[src/rtl/nvsg_pkg.sv]
package nvsg_pkg;

    localparam int ADDR_W   = 15;
    localparam int PREFIX_N = 5;

    typedef logic [ADDR_W-1:0] addr_t;
    typedef logic [2:0]        step_t;

    localparam step_t STEP_FULL = 3'(PREFIX_N);

    localparam addr_t STORE_TAIL  = 15'h0FC0;
    localparam addr_t RECALL_TAIL = 15'h0C63;

    // Shared opening of both unlock patterns, in the order it must be seen.
    function automatic addr_t prefix_addr(input int unsigned idx);
        case (idx)
            0:       prefix_addr = 15'h0E38;
            1:       prefix_addr = 15'h31C7;
            2:       prefix_addr = 15'h03E0;
            3:       prefix_addr = 15'h3C1F;
            4:       prefix_addr = 15'h303F;
            default: prefix_addr = '0;
        endcase
    endfunction

    // One finished chip-enable cycle, as seen by the matcher.
    typedef struct packed {
        logic  valid;
        logic  is_write;
        addr_t addr;
    } bus_cyc_t;

    typedef enum logic [1:0] {
        OP_NONE   = 2'd0,
        OP_STORE  = 2'd1,
        OP_RECALL = 2'd2
    } op_e;

endpackage

[src/rtl/nvsg_capture.sv]
module nvsg_capture
    import nvsg_pkg::*;
(
    input  logic     clk,
    input  logic     rst,
    input  addr_t    addr_i,
    input  logic     ce_n_i,
    input  logic     we_n_i,
    input  logic     blocked_i,
    output bus_cyc_t cyc_o
);

    logic  ce_q;
    logic  open_q;
    logic  wr_q;
    addr_t addr_q;
    logic  ce_fall;
    logic  ce_rise;

    assign ce_fall = ce_q & ~ce_n_i;
    assign ce_rise = ~ce_q & ce_n_i;

    always_ff @(posedge clk) begin
        if (rst) begin
            ce_q   <= 1'b1;
            open_q <= 1'b0;
            wr_q   <= 1'b0;
            addr_q <= '0;
            cyc_o  <= '0;
        end else begin
            ce_q        <= ce_n_i;
            cyc_o.valid <= 1'b0;
            if (blocked_i) begin
                // Any cycle touched by the lockout is dropped.
                open_q <= 1'b0;
            end else if (ce_fall) begin
                open_q <= 1'b1;
                addr_q <= addr_i;
                wr_q   <= ~we_n_i;
            end else if (open_q && ce_rise) begin
                open_q         <= 1'b0;
                cyc_o.valid    <= 1'b1;
                cyc_o.is_write <= wr_q;
                cyc_o.addr     <= addr_q;
            end else if (open_q && !ce_n_i) begin
                wr_q <= wr_q | ~we_n_i;
            end
        end
    end

endmodule

[src/rtl/nvsg_match.sv]
module nvsg_match
    import nvsg_pkg::*;
(
    input  logic     clk,
    input  logic     rst,
    input  bus_cyc_t cyc_i,
    input  logic     blocked_i,
    input  logic     vlow_i,
    output op_e      req_o
);

    step_t                step_q;
    step_t                step_d;
    logic [PREFIX_N-1:0]  pfx_hit;
    logic                 expect_hit;
    logic                 at_full;

    for (genvar g = 0; g < PREFIX_N; g++) begin : g_pfx
        assign pfx_hit[g] = (cyc_i.addr == prefix_addr(g));
    end

    always_comb begin
        expect_hit = 1'b0;
        for (int i = 0; i < PREFIX_N; i++) begin
            if (step_q == step_t'(i)) expect_hit = pfx_hit[i];
        end
    end

    assign at_full = (step_q == STEP_FULL);

    always_comb begin
        req_o  = OP_NONE;
        step_d = step_q;
        if (blocked_i) begin
            step_d = '0;
        end else if (cyc_i.valid) begin
            if (cyc_i.is_write) begin
                step_d = '0;
            end else if (at_full && cyc_i.addr == STORE_TAIL) begin
                step_d = '0;
                req_o  = vlow_i ? OP_NONE : OP_STORE;
            end else if (at_full && cyc_i.addr == RECALL_TAIL) begin
                step_d = '0;
                req_o  = OP_RECALL;
            end else if (expect_hit) begin
                step_d = step_q + 3'd1;
            end else if (pfx_hit[0]) begin
                step_d = 3'd1;
            end else begin
                step_d = '0;
            end
        end
    end

    always_ff @(posedge clk) begin
        if (rst) step_q <= '0;
        else     step_q <= step_d;
    end

endmodule

[src/rtl/nvsg_lockout.sv]
module nvsg_lockout
    import nvsg_pkg::*;
#(
    parameter int STORE_CYC  = 2000,
    parameter int RECALL_CYC = 200
) (
    input  logic clk,
    input  logic rst,
    input  op_e  req_i,
    output logic busy_o,
    output logic store_go_o,
    output logic clr_go_o,
    output logic xfer_go_o
);

    localparam int LONGEST = (STORE_CYC > RECALL_CYC) ? STORE_CYC : RECALL_CYC;
    localparam int CNT_W   = $clog2(LONGEST + 1);

    logic [CNT_W-1:0] cnt_q;

    always_ff @(posedge clk) begin
        if (rst) begin
            cnt_q      <= '0;
            busy_o     <= 1'b0;
            store_go_o <= 1'b0;
            clr_go_o   <= 1'b0;
            xfer_go_o  <= 1'b0;
        end else begin
            store_go_o <= 1'b0;
            clr_go_o   <= 1'b0;
            xfer_go_o  <= clr_go_o;
            if (!busy_o && req_i == OP_STORE) begin
                busy_o     <= 1'b1;
                cnt_q      <= CNT_W'(STORE_CYC - 1);
                store_go_o <= 1'b1;
            end else if (!busy_o && req_i == OP_RECALL) begin
                busy_o   <= 1'b1;
                cnt_q    <= CNT_W'(RECALL_CYC - 1);
                clr_go_o <= 1'b1;
            end else if (busy_o) begin
                if (cnt_q == '0) busy_o <= 1'b0;
                else             cnt_q  <= cnt_q - 1'b1;
            end
        end
    end

endmodule

[src/rtl/nv_seq_guard.sv]
module nv_seq_guard
    import nvsg_pkg::*;
#(
    parameter int STORE_CYC  = 2000,
    parameter int RECALL_CYC = 200
) (
    input  logic        clk,
    input  logic        rst,
    input  logic [14:0] addr_i,
    input  logic        ce_n_i,
    input  logic        oe_n_i,
    input  logic        we_n_i,
    input  logic        vlow_i,
    output logic        store_go_o,
    output logic        clr_go_o,
    output logic        xfer_go_o,
    output logic        busy_o
);

    bus_cyc_t cyc;
    op_e      req;
    logic     oe_unused;

    // Output enable plays no part in recognising a pattern step.
    assign oe_unused = oe_n_i;

    nvsg_capture u_capture (
        .clk       (clk),
        .rst       (rst),
        .addr_i    (addr_i),
        .ce_n_i    (ce_n_i),
        .we_n_i    (we_n_i),
        .blocked_i (busy_o),
        .cyc_o     (cyc)
    );

    nvsg_match u_match (
        .clk       (clk),
        .rst       (rst),
        .cyc_i     (cyc),
        .blocked_i (busy_o),
        .vlow_i    (vlow_i),
        .req_o     (req)
    );

    nvsg_lockout #(
        .STORE_CYC  (STORE_CYC),
        .RECALL_CYC (RECALL_CYC)
    ) u_lockout (
        .clk        (clk),
        .rst        (rst),
        .req_i      (req),
        .busy_o     (busy_o),
        .store_go_o (store_go_o),
        .clr_go_o   (clr_go_o),
        .xfer_go_o  (xfer_go_o)
    );

endmodule

[config.mk]
export PLATFORM = sky130hd
export DESIGN_NAME = nv_seq_guard
export DESIGN_NICKNAME = d
export VERILOG_FILES = /design/src/rtl/nvsg_pkg.sv /design/src/rtl/nvsg_capture.sv /design/src/rtl/nvsg_match.sv /design/src/rtl/nvsg_lockout.sv /design/src/rtl/nv_seq_guard.sv
export SDC_FILE = /design/constraint.sdc
export NUM_CORES = 1
export LEC_CHECK = 0
export ABC_AREA = 1
export BUFFER_PORTS_ARGS = -buffer_cell sky130_fd_sc_hd__buf_2
export CAP_MARGIN = 0
export CORE_MARGIN = 2
export CORE_UTILIZATION = 57
export CTS_CLUSTER_SIZE = 28
export DETAILED_ROUTE_END_ITERATION = 7
export PLACE_DENSITY_LB_ADDON = 0.25
export SLEW_MARGIN = 20
export SYNTH_ARGS = -nofsm -noshare
export SYNTH_HDL_FRONTEND = slang
export SYNTH_SLANG_ARGS = --single-unit
[constraint.sdc]
create_clock -name clk -period 1.82 [get_ports clk]
set_input_delay 0.091 -clock clk [delete_from_list [all_inputs] [get_ports clk]]
set_output_delay 0.091 -clock clk [all_outputs]
set_load 0.005 [all_outputs]
## Yosys cells after proc, flatten, opt, wreduce, memory -nomap -nowiden

Index checks and enable logic that the tools add are counted.

| storage, ports and cells | value |
|---|---|
| flip-flop bits (word level) | 53 |
| logic and storage cells | 95 |

| cells by class | value |
|---|---|
| $add $sub $neg | 2 |
| eq/ne operators | 16 |
| mux-type cells | 32 |
| bitwise operators | 9 |
| reduce and logical (&&, ||, !) cells | 22 |

Operator list:

| kind | count |
|---|---|
| $eq A15 B12 Y1 const B | 3 |
| $eq A15 B14 Y1 const B | 3 |
| $mux W11 | 4 |
| $mux W1 | 18 |
| $mux W17 | 1 |
| $eq A15 B10 Y1 const B | 1 |
| $mux W3 | 4 |
| $logic_not A11 Y1 | 1 |
| $sub A11 B1 Y11 const B | 1 |
| $mux W2 | 5 |
| $eq A3 B2 Y1 const B | 2 |
| $eq A3 B3 Y1 const B | 2 |
| $logic_and A1 B1 Y1 | 6 |
| $not A1 Y1 | 6 |
| $reduce_and A2 Y1 | 3 |
| $reduce_and A3 Y1 | 2 |
| $reduce_or A3 Y1 | 2 |
| $reduce_bool A2 Y1 | 2 |
| $reduce_or A2 Y1 | 2 |
| $add A3 B1 Y3 const B | 1 |
| $eq A3 B1 Y1 const B | 1 |
| $logic_not A3 Y1 | 1 |
| $ne A3 B1 Y1 const B | 1 |
| $reduce_bool A3 Y1 | 1 |
| other kinds (6) | 8 |

## Logic depth before layout (Yosys ltp)

Gate-level depths: netlist (run 1).

| depth | value |
|---|---|
| word-level depth | 11 |
| depth in mapped cells | 15 |

## Cells and area by module

Synthesis (run 1) repeated with hierarchy kept, for this count alone.

| second synthesis, totals | value |
|---|---|
| cell total of the unflattened synthesis | 456 |
| area total of the unflattened synthesis | 2934.1 um^2 |

By module, submodules not included:

| module | times used | cells each | area an instance (um^2) |
|---|---|---|---|
| nvsg_capture | 1 | 207 | 1485.2 |
| nvsg_lockout | 1 | 145 | 888.4 |
| nvsg_match | 1 | 104 | 560.5 |

## Worst setup path before layout (run 1)

OpenSTA, ideal clock, no wires.

| timing path | value |
|---|---|
| kind | reg2reg |
| from | reg u_lockout.cnt_q[0] |
| to | reg u_lockout.cnt_q[2] |
| library setup time | 0.109 ns |
| arrival time | 1.474 ns |
| data required time | 1.711 ns |
| path slack | 0.237 ns |
| stages on the path, launching flop included | 13 |
| path through | dfxtp_1 inv_1 ha_1 nand2_2 nor2_4 nand2_2 o21ai_4 inv_4 nand2_1 xor2_1 nand2_1 nand2_1 inv_1 |

| on the way | value |
|---|---|
| word-level cells in the longest chain between the ends | 5 |
| elaborated cells between the ends (all ways) | 8 |
| those cells by class | add/sub: 1; eq/ne: 1; mux: 4; reduce/logical: 2 |

RTL lines:

| element | RTL line | source |
|---|---|---|
| from (decl) | nvsg_lockout.sv:19 | `logic [CNT_W-1:0] cnt_q;` |
| from (signal assigned) | nvsg_lockout.sv:34 | `cnt_q <= CNT_W'(STORE_CYC - 1);` |
| from (signal assigned) | nvsg_lockout.sv:38 | `cnt_q <= CNT_W'(RECALL_CYC - 1);` |
| from (signal assigned) | nvsg_lockout.sv:42 | `else cnt_q <= cnt_q - 1'b1;` |
| $sub A11 B1 Y11 | nvsg_lockout.sv:42 |  |
| $mux W11 | nvsg_lockout.sv:41 | `if (cnt_q == '0) busy_o <= 1'b0;` |
| $mux W11 | nvsg_lockout.sv:40 | `end else if (busy_o) begin` |
| $mux W11 | nvsg_lockout.sv:36 | `end else if (!busy_o && req_i == OP_RECALL) begin` |
| $mux W11 | nvsg_lockout.sv:32 | `if (!busy_o && req_i == OP_STORE) begin` |

Several ways; a longest one is shown, not always the timed one. The select of a mux whose other input is x is not followed.
A chain may end at the register's enable or synchronous reset.

## Final worst setup path (run 1)

| timing path | value |
|---|---|
| from | reg u_match.step_q[0] |
| to | reg u_match.step_q[0] |

| on the way | value |
|---|---|
| word-level cells in the longest chain between the ends | 10 |
| elaborated cells between the ends (all ways) | 18 |
| those cells by class | add/sub: 1; eq/ne: 5; mux: 9; reduce/logical: 3 |

RTL lines:

| element | RTL line | source |
|---|---|---|
| from (decl) | nvsg_match.sv:12 | `step_t step_q;` |
| from (signal assigned) | nvsg_match.sv:57 | `else step_q <= step_d;` |
| $logic_not A3 Y1 | nvsg_match.sv:25 | `if (step_q == step_t'(i)) expect_hit = pfx_hit[i];` |
| $mux W1 (5 in series) | nvsg_match.sv:25 |  |
| $mux W3 | nvsg_match.sv:45 | `end else if (expect_hit) begin` |
| $mux W3 | nvsg_match.sv:42 | `end else if (at_full && cyc_i.addr == RECALL_TAIL) begin` |
| $mux W3 (*) | nvsg_match.sv:39 | `end else if (at_full && cyc_i.addr == STORE_TAIL) begin` |
| $mux W3 (*) | nvsg_match.sv:37 | `if (cyc_i.is_write) begin` |

Mark *: on every way between the ends. The rest lies on a longest branch, timed or not.

==> results_dict.tcl, run 1 <==
set metrics [dict create \
    r2r_end "u_match.step_q[0]" \
    clkPwrFrac_pct 32.1 \
    finalCoreUtilization_pct 68.9 \
    die_w_um 69.6 \
    routedWlPerCell_um 11.5 \
    cts_buffer_depth 2 \
    internal-power_mw 1.55 \
    finalMaxSlewViolations 0 \
    crit_path_end_kind "register" \
    worst_setup_path_startpoint "u_match.step_q[0]" \
    fp-row-count 23 \
    initialDrtViolationCount 89 \
    p_per_area_nw_per_um2 712 \
    firstDrtPassIters 4 \
    hold_path_class "primary input to register" \
    finClkSkew_ns 0.00599 \
    seq_power_share_pct 61.1 \
    io_pins 25 \
    tritoncts "yes" \
    grt_max_degree 34 \
    slowest_delay_ns 0.36 \
    post-route-drc-count 0 \
    worstSetupStartpointType "register" \
    async_flop_share_pct 0 \
    hp-start "ce_n_i" \
    synth_edf_count 0 \
    overflow 0 \
    nets 407 \
    crit_top_cell "nand2_1" \
    clk_latency_ns 0.29 \
    gp_congestion 0.928 \
    r2r_cells 10 \
    netlist.area_leader.share_pct 43.3 \
    syn_inst 351 \
    cts_num_sinks 53 \
    ir_drop_mv 0.557 \
    numPlacedInstances 420 \
    swShare_pct 22.2 \
    outcome "finished, final reports clean" \
    final_hold_viol_count 0 \
    grt_pass1_wl_um 8710 \
    via_per_inst 5.13 \
    antenna_found_initial 0 \
    cts_buffers 5 \
    postRouteAntennaNets 0 \
    yosysMostFrequentCell "nor2_1" \
    synth_flop_cell "dfxtp_1" \
    grt_use_total_pct 21.8 \
    syn-cell-area_um2 2450 \
    yosysTopAreaCell "dfxtp_1" \
    coreArea_um2 4060 \
    crit_path_top_delay_cell "dfxtp_4" \
    setup_viol 0 \
    relSlewSlack_pct 68.0 \
    drv_cap 0 \
    fin_cells 430 \
    leakagePower_nw 1.30 \
    cts-root-buf "clkbuf_8" \
    comb_power_share_pct 6.8 \
    rsz0062_at_grt "yes" \
    crit_type "register to register" \
    endpoint "u_match.step_q[0]" \
    syn_to_final_growth_pct 14.2 \
    p_sw_uw 442 \
    rr_startpoint "u_match.step_q[0]" \
    reg2reg_slack_ns 0.10 \
    critPathMaxFanout 4 \
    fp.dieH_um 69.6 \
    postSynthAreaPerCell_um2 6.98 \
    ys_seq_area_share_pct 43.3 \
    clock.fmax_mhz 583 \
    yosys-top-cells-count "93 x nor2_1, 53 x dfxtp_1, 53 x nand2_1" \
    start_util_pct 60.4 \
    die_area_um2 4840 \
    portBuffers 23 \
    timing.final.crit_share_pct 94.3 \
    cts_htree_levels 2 \
    ys.warnings.count 0 \
    worstPathArrival_ns 1.94 \
    ys_top_cells_by_area "dfxtp_1 43%, nor2_1 14%, nand2_1 8.1%, o21ai_0 6.9%, inv_1 5.5%" \
    nFillCells 340 \
    synth_seq_cells 53 \
    drt_wl_total_um 4930 \
    grt_pass1_vias 2053 \
    vias 2208 \
    tightest_slew_ns 0.480 \
    synth.distinct_cells 31 \
    drive_above_1_share_pct 15.5 \
    fin_crit_ns 1.72 \
    dp_hpwl_um 3640 \
    path_cells "ha_1 > ha_2 > or2_2 > a21oi_1 > nand2_1 > nand2_1 > nand2_1 > nand3_1 > nand3_1 > a21oi_2" \
    antennaDiodeCount 0 \
    worst_ep_required_time_ns 2.05 \
    synthesis.nets 378 \
    clkTransAtPathRegs_ns 0.09 \
    hold-worst-slack_ns 0.00928 \
]
-- sequential cells by signal, summed over array words and instances (netlist names) --
signal	count
u_capture.cyc_o	17
u_capture.addr_q	15
u_lockout.cnt_q	11
u_match.step_q	3
u_capture.ce_q	1
u_capture.open_q	1
u_capture.wr_q	1
u_lockout.busy_o	1
u_lockout.clr_go_o	1
u_lockout.store_go_o	1
u_lockout.xfer_go_o	1
-- what timing repair did --
item | in CTS | in global routing
gates cloned | 0 | 0
hold buffers | 1 | 0
hold endpoints to repair | 1 | 0
endpoints found under the setup margin | 16 | 26
resized for setup | 1 | 11
pin swaps | 0 | 3
buffers inserted | 0 | 2
-- placed cells by master, fill, tap and decap left out, types with 3 or more instances in the layout --
cell type  netlist  layout
nor3_1           5       5
buf_4            0       5
inv_1           36      36
nand2_1         53      51
ha_1             6       3
nand4_1          4       4
buf_2            1      23
o21ai_0         34      34
nand2_2          3       5
nor2_1          93      92
nand3_1         10      10
a21oi_1         15      14
dfxtp_1         53      51
nor2_4           2       3
xor2_1           5       5
ha_2             0       3
clkbuf_8         0       6
o21ai_1          3       3
-- through the flow --
step           setup slack, ns  cell area (µm²)  power, mW  setup TNS, ns
6_report                 0.104             2800       1.99              0
5_1_grt                -0.0207             2800       2.08        -0.0451
4_1_cts                0.00917             2750       2.01              0
3_5_place_dp           -0.0791             2660       1.37         -0.680
3_3_place_gp            0.0165             2660       1.37              0
2_1_floorplan            0.237             2450       1.32              0
-- logic make-up after synthesis --
family                   Yosys count  share of synthesized area [%]
adder cells (fa/ha/maj)            6                           3.06
AO/OA/AOI/OAI                     56                           12.3
flip-flops                        53                           43.3
buffers and inverters             51                           7.97
AND/OR/NAND/NOR                  179                           31.3
XOR/XNOR                           6                           2.15
-- cell type report --
cell class | count | area, µm² | share of cell area [%]
Timing Repair Buffer | 31 | 203 | 7.25
Clock buffer | 7 | 86.3 | 3.09
Inverter | 42 | 163 | 5.81
Multi-Input combinational cell | 247 | 1220 | 43.5
Sequential cell | 53 | 1070 | 38.1
Tap cell | 50 | 62.6 | 2.24
-- power by group through the flow --
stage                     sequential (mW)  combinational (mW)  clock, mW
after floorplan                      1.24              0.0858          0
after global placement               1.24               0.127          0
after detailed placement             1.24               0.130          0
after CTS                            1.22               0.133      0.661
after global routing                 1.22               0.158      0.705
final                                1.22               0.136      0.639
-- worst min path at each step --
stage	to	depth (start not counted)
after global routing	u_capture.wr_q	2
final	u_capture.wr_q	2
after floorplan	u_capture.wr_q	1
after global placement	u_capture.wr_q	2
after detailed placement	u_capture.wr_q	2
after CTS	u_capture.wr_q	2
-- layer usage --
| layer | routed length, µm | up-vias | GRT usage (%) | share of wire [%] |
|---|---|---|---|---|
| met3 | 207 | 7 | 4.07 | 4.2 |
| met4 | 59 | 0 | 5.88 | 1.2 |
| met1 | 2510 | 982 | 31.0 | 51 |
| met5 | 0 | - | 0 | 0 |
| met2 | 2150 | 50 | 34.0 | 44 |
| li1 | - | 1169 | - | - |
-- worst max-delay path: cells and delay by family, from the launching register on --
kind / cells / cell delay, ns
AOI/OAI and AO/OA: 2 / 0.26
DFF: 1 / 0.36
adders and majority gates: 2 / 0.39
and+or+nand+nor: 6 / 0.64
No activity file was read; power rests on OpenSTA's default activity.
==> inputs of run 2 (changes only) <==
Settings changed: CTS_BUF_LIST set to sky130_fd_sc_hd__clkbuf_4 sky130_fd_sc_hd__clkbuf_8, TNS_END_PERCENT set to 5.
Clock period 1.82 ns to 2.2 ns, I/O delays scaled along.
==> run 2 against run 1 <==
Setup slack improved by 0.23 ns; routed wire length decreased by 4.7%; register-to-register slack improved by 0.23 ns; largest cell class unchanged; global-route usage decreased by 0.16 points; largest power group unchanged; via count decreased by 2.4%; total power decreased by 9.6%; critical endpoint is now u_lockout.cnt_q[4]; cell count decreased by 0.47%; clock skew increased by 0.0047 ns; final area decreased by 1.5%; sequential share of layout area increased by 0.41 points; combinational power decreased by 21%.
==> results_dict.tcl, run 2 (same netlist as run 1, synthesis figures left out) <==
set metrics [dict create \
    min_path_cells 3 \
    hp-start "addr_i[2]" \
    critPathMaxFanout 6 \
    start_util_pct 60.4 \
    tightest_slew_ns 0.529 \
    p_per_area_nw_per_um2 653 \
    initialDrtViolationCount 113 \
    r2r_end "u_lockout.cnt_q[4]" \
    nFillCells 369 \
    die_area_um2 4840 \
    crit_type "register to register" \
    grt_pass1_wl_um 8580 \
    via_per_inst 5.03 \
    timing.final.crit_share_pct 85.0 \
    crit_path_end_kind "register" \
    grt_max_degree 21 \
    fp-row-count 23 \
    cts_buffer_depth 2 \
    r2r_cells 10 \
    tritoncts "yes" \
    die_w_um 69.6 \
    cts_setup_buffers 0 \
    reg2reg_slack_ns 0.33 \
    gp_congestion 0.860 \
    clk_latency_ns 0.30 \
    relSlewSlack_pct 64.7 \
    largest_reg_flops 17 \
    finClkSkew_ns 0.0107 \
    outcome "finished, final reports clean" \
    portBuffers 23 \
    final_cell_mix "92 x nor2_1, 53 x nand2_1, 53 x dfxtp_1" \
    grt_pass1_vias 2000 \
    cts_buffers 5 \
    nets 404 \
    setup_tns_ns 0 \
    top_regs "u_capture.cyc_o x17, u_capture.addr_q x15, u_lockout.cnt_q x11" \
    cts-root-buf "clkbuf_8" \
    syn_to_final_growth_pct 12.5 \
    grt_use_total_pct 21.6 \
    io_pins 25 \
    routedWlPerCell_um 11.0 \
    total_power_mw 1.80 \
    overflow 0 \
    fp.dieH_um 69.6 \
    rsz0062_at_grt "no" \
    drt_wl_total_um 4700 \
    hold_path_class "primary input to register" \
    worst_ep_required_time_ns 2.40 \
    post-route-drc-count 0 \
    antenna_found_initial 0 \
    regMostFlops "u_capture.cyc_o" \
    drv_cap 0 \
    worstPathArrival_ns 2.07 \
    ir_drop_mv 0.560 \
    cts_htree_levels 2 \
    final_common_cell "nor2_1" \
    cts_num_sinks 53 \
    worstSetupStartpointType "register" \
    firstDrtPassIters 4 \
    clkTransAtPathRegs_ns 0.09 \
    postRouteAntennaNets 0 \
    rr_startpoint "u_match.step_q[0]" \
    fin_crit_ns 1.87 \
    coreArea_um2 4060 \
    min_to "u_capture.addr_q[2]" \
    leakagePower_nw 1.29 \
    setup_viol 0 \
    finalMaxSlewViolations 0 \
    vias 2154 \
    drive_above_1_share_pct 13.2 \
    final_hold_viol_count 0 \
    antennaDiodeCount 0 \
    clock.fmax_mhz 535 \
    dp_hpwl_um 3540 \
]
run 2: layer usage:
layer / track usage (%) / share of wire [%] / up-vias
met2: 33.8 / 42 / 39
li1: - / - / 1161
met3: 4.80 / 3.7 / 8
met5: 0 / 0 / -
met4: 6.97 / 1.6 / 0
met1: 29.8 / 53 / 946
run 2: final cells by class:
type	count	area (µm²)	share of cell area (%)
clock buffer	7	90.1	3.27
clock inverter	1	30.0	1.09
inverter	42	160	5.81
multi-input combinational	247	1200	43.4
sequential	53	1060	38.5
tap	50	62.6	2.27
timing repair buffer	28	155	5.63
run 2: worst max-delay path: stages (launching register included):
cell and delay [ns]:
dfxtp_1 0.41, ha_1 0.23, nand2_1 0.10, nor3_1 0.19, nand4_1 0.15, clkinv_1 0.11
nand4_2 0.14, nand2_1 0.20, inv_2 0.09, nand2_1 0.09, nor3b_1 0.05
run 2: worst max path at each step:
stage / start / to / slack, ns
finish: u_match.step_q[0] / u_lockout.cnt_q[4] / 0.33
global route: u_match.step_q[1] / u_lockout.cnt_q[0] / 0.08
CTS: u_capture.ce_q / u_capture.addr_q[6] / 0.24
detailed placement: u_capture.ce_q / u_capture.addr_q[6] / 0.26
global placement: u_capture.ce_q / u_capture.addr_q[14] / 0.33
floorplan: u_lockout.cnt_q[0] / u_lockout.cnt_q[2] / 0.62
run 2: report_power, final:
group / switching [mW] / internal, mW / total, mW
clock: 0.301 / 0.383 / 0.684
combinational: 0.0668 / 0.0408 / 0.108
sequential: 0.0176 / 0.991 / 1.01
total: 0.385 / 1.41 / 1.80
run 2: metrics by stage:
step | cell area (µm²) | utilization [%] | hold slack [ns] | worst slack (ns) | cells
3_5_place_dp | 2620 | 64.6 | 0.321 | 0.261 | 419
4_1_cts | 2750 | 67.8 | 0.0100 | 0.240 | 428
5_1_grt | 2760 | 67.9 | 0.0273 | 0.0803 | 428
3_3_place_gp | 2620 | 64.6 | 0.313 | 0.327 | 419
2_1_floorplan | 2450 | - | 0.213 | 0.617 | 351
6_report | 2760 | 67.9 | 0.0241 | 0.329 | 428
run 2: what timing repair did:
action	4_1_cts	5_1_grt
hold endpoints to repair	1	0
endpoints found under the setup margin	0	15
hold buffers	1	0
gates resized for setup	0	1
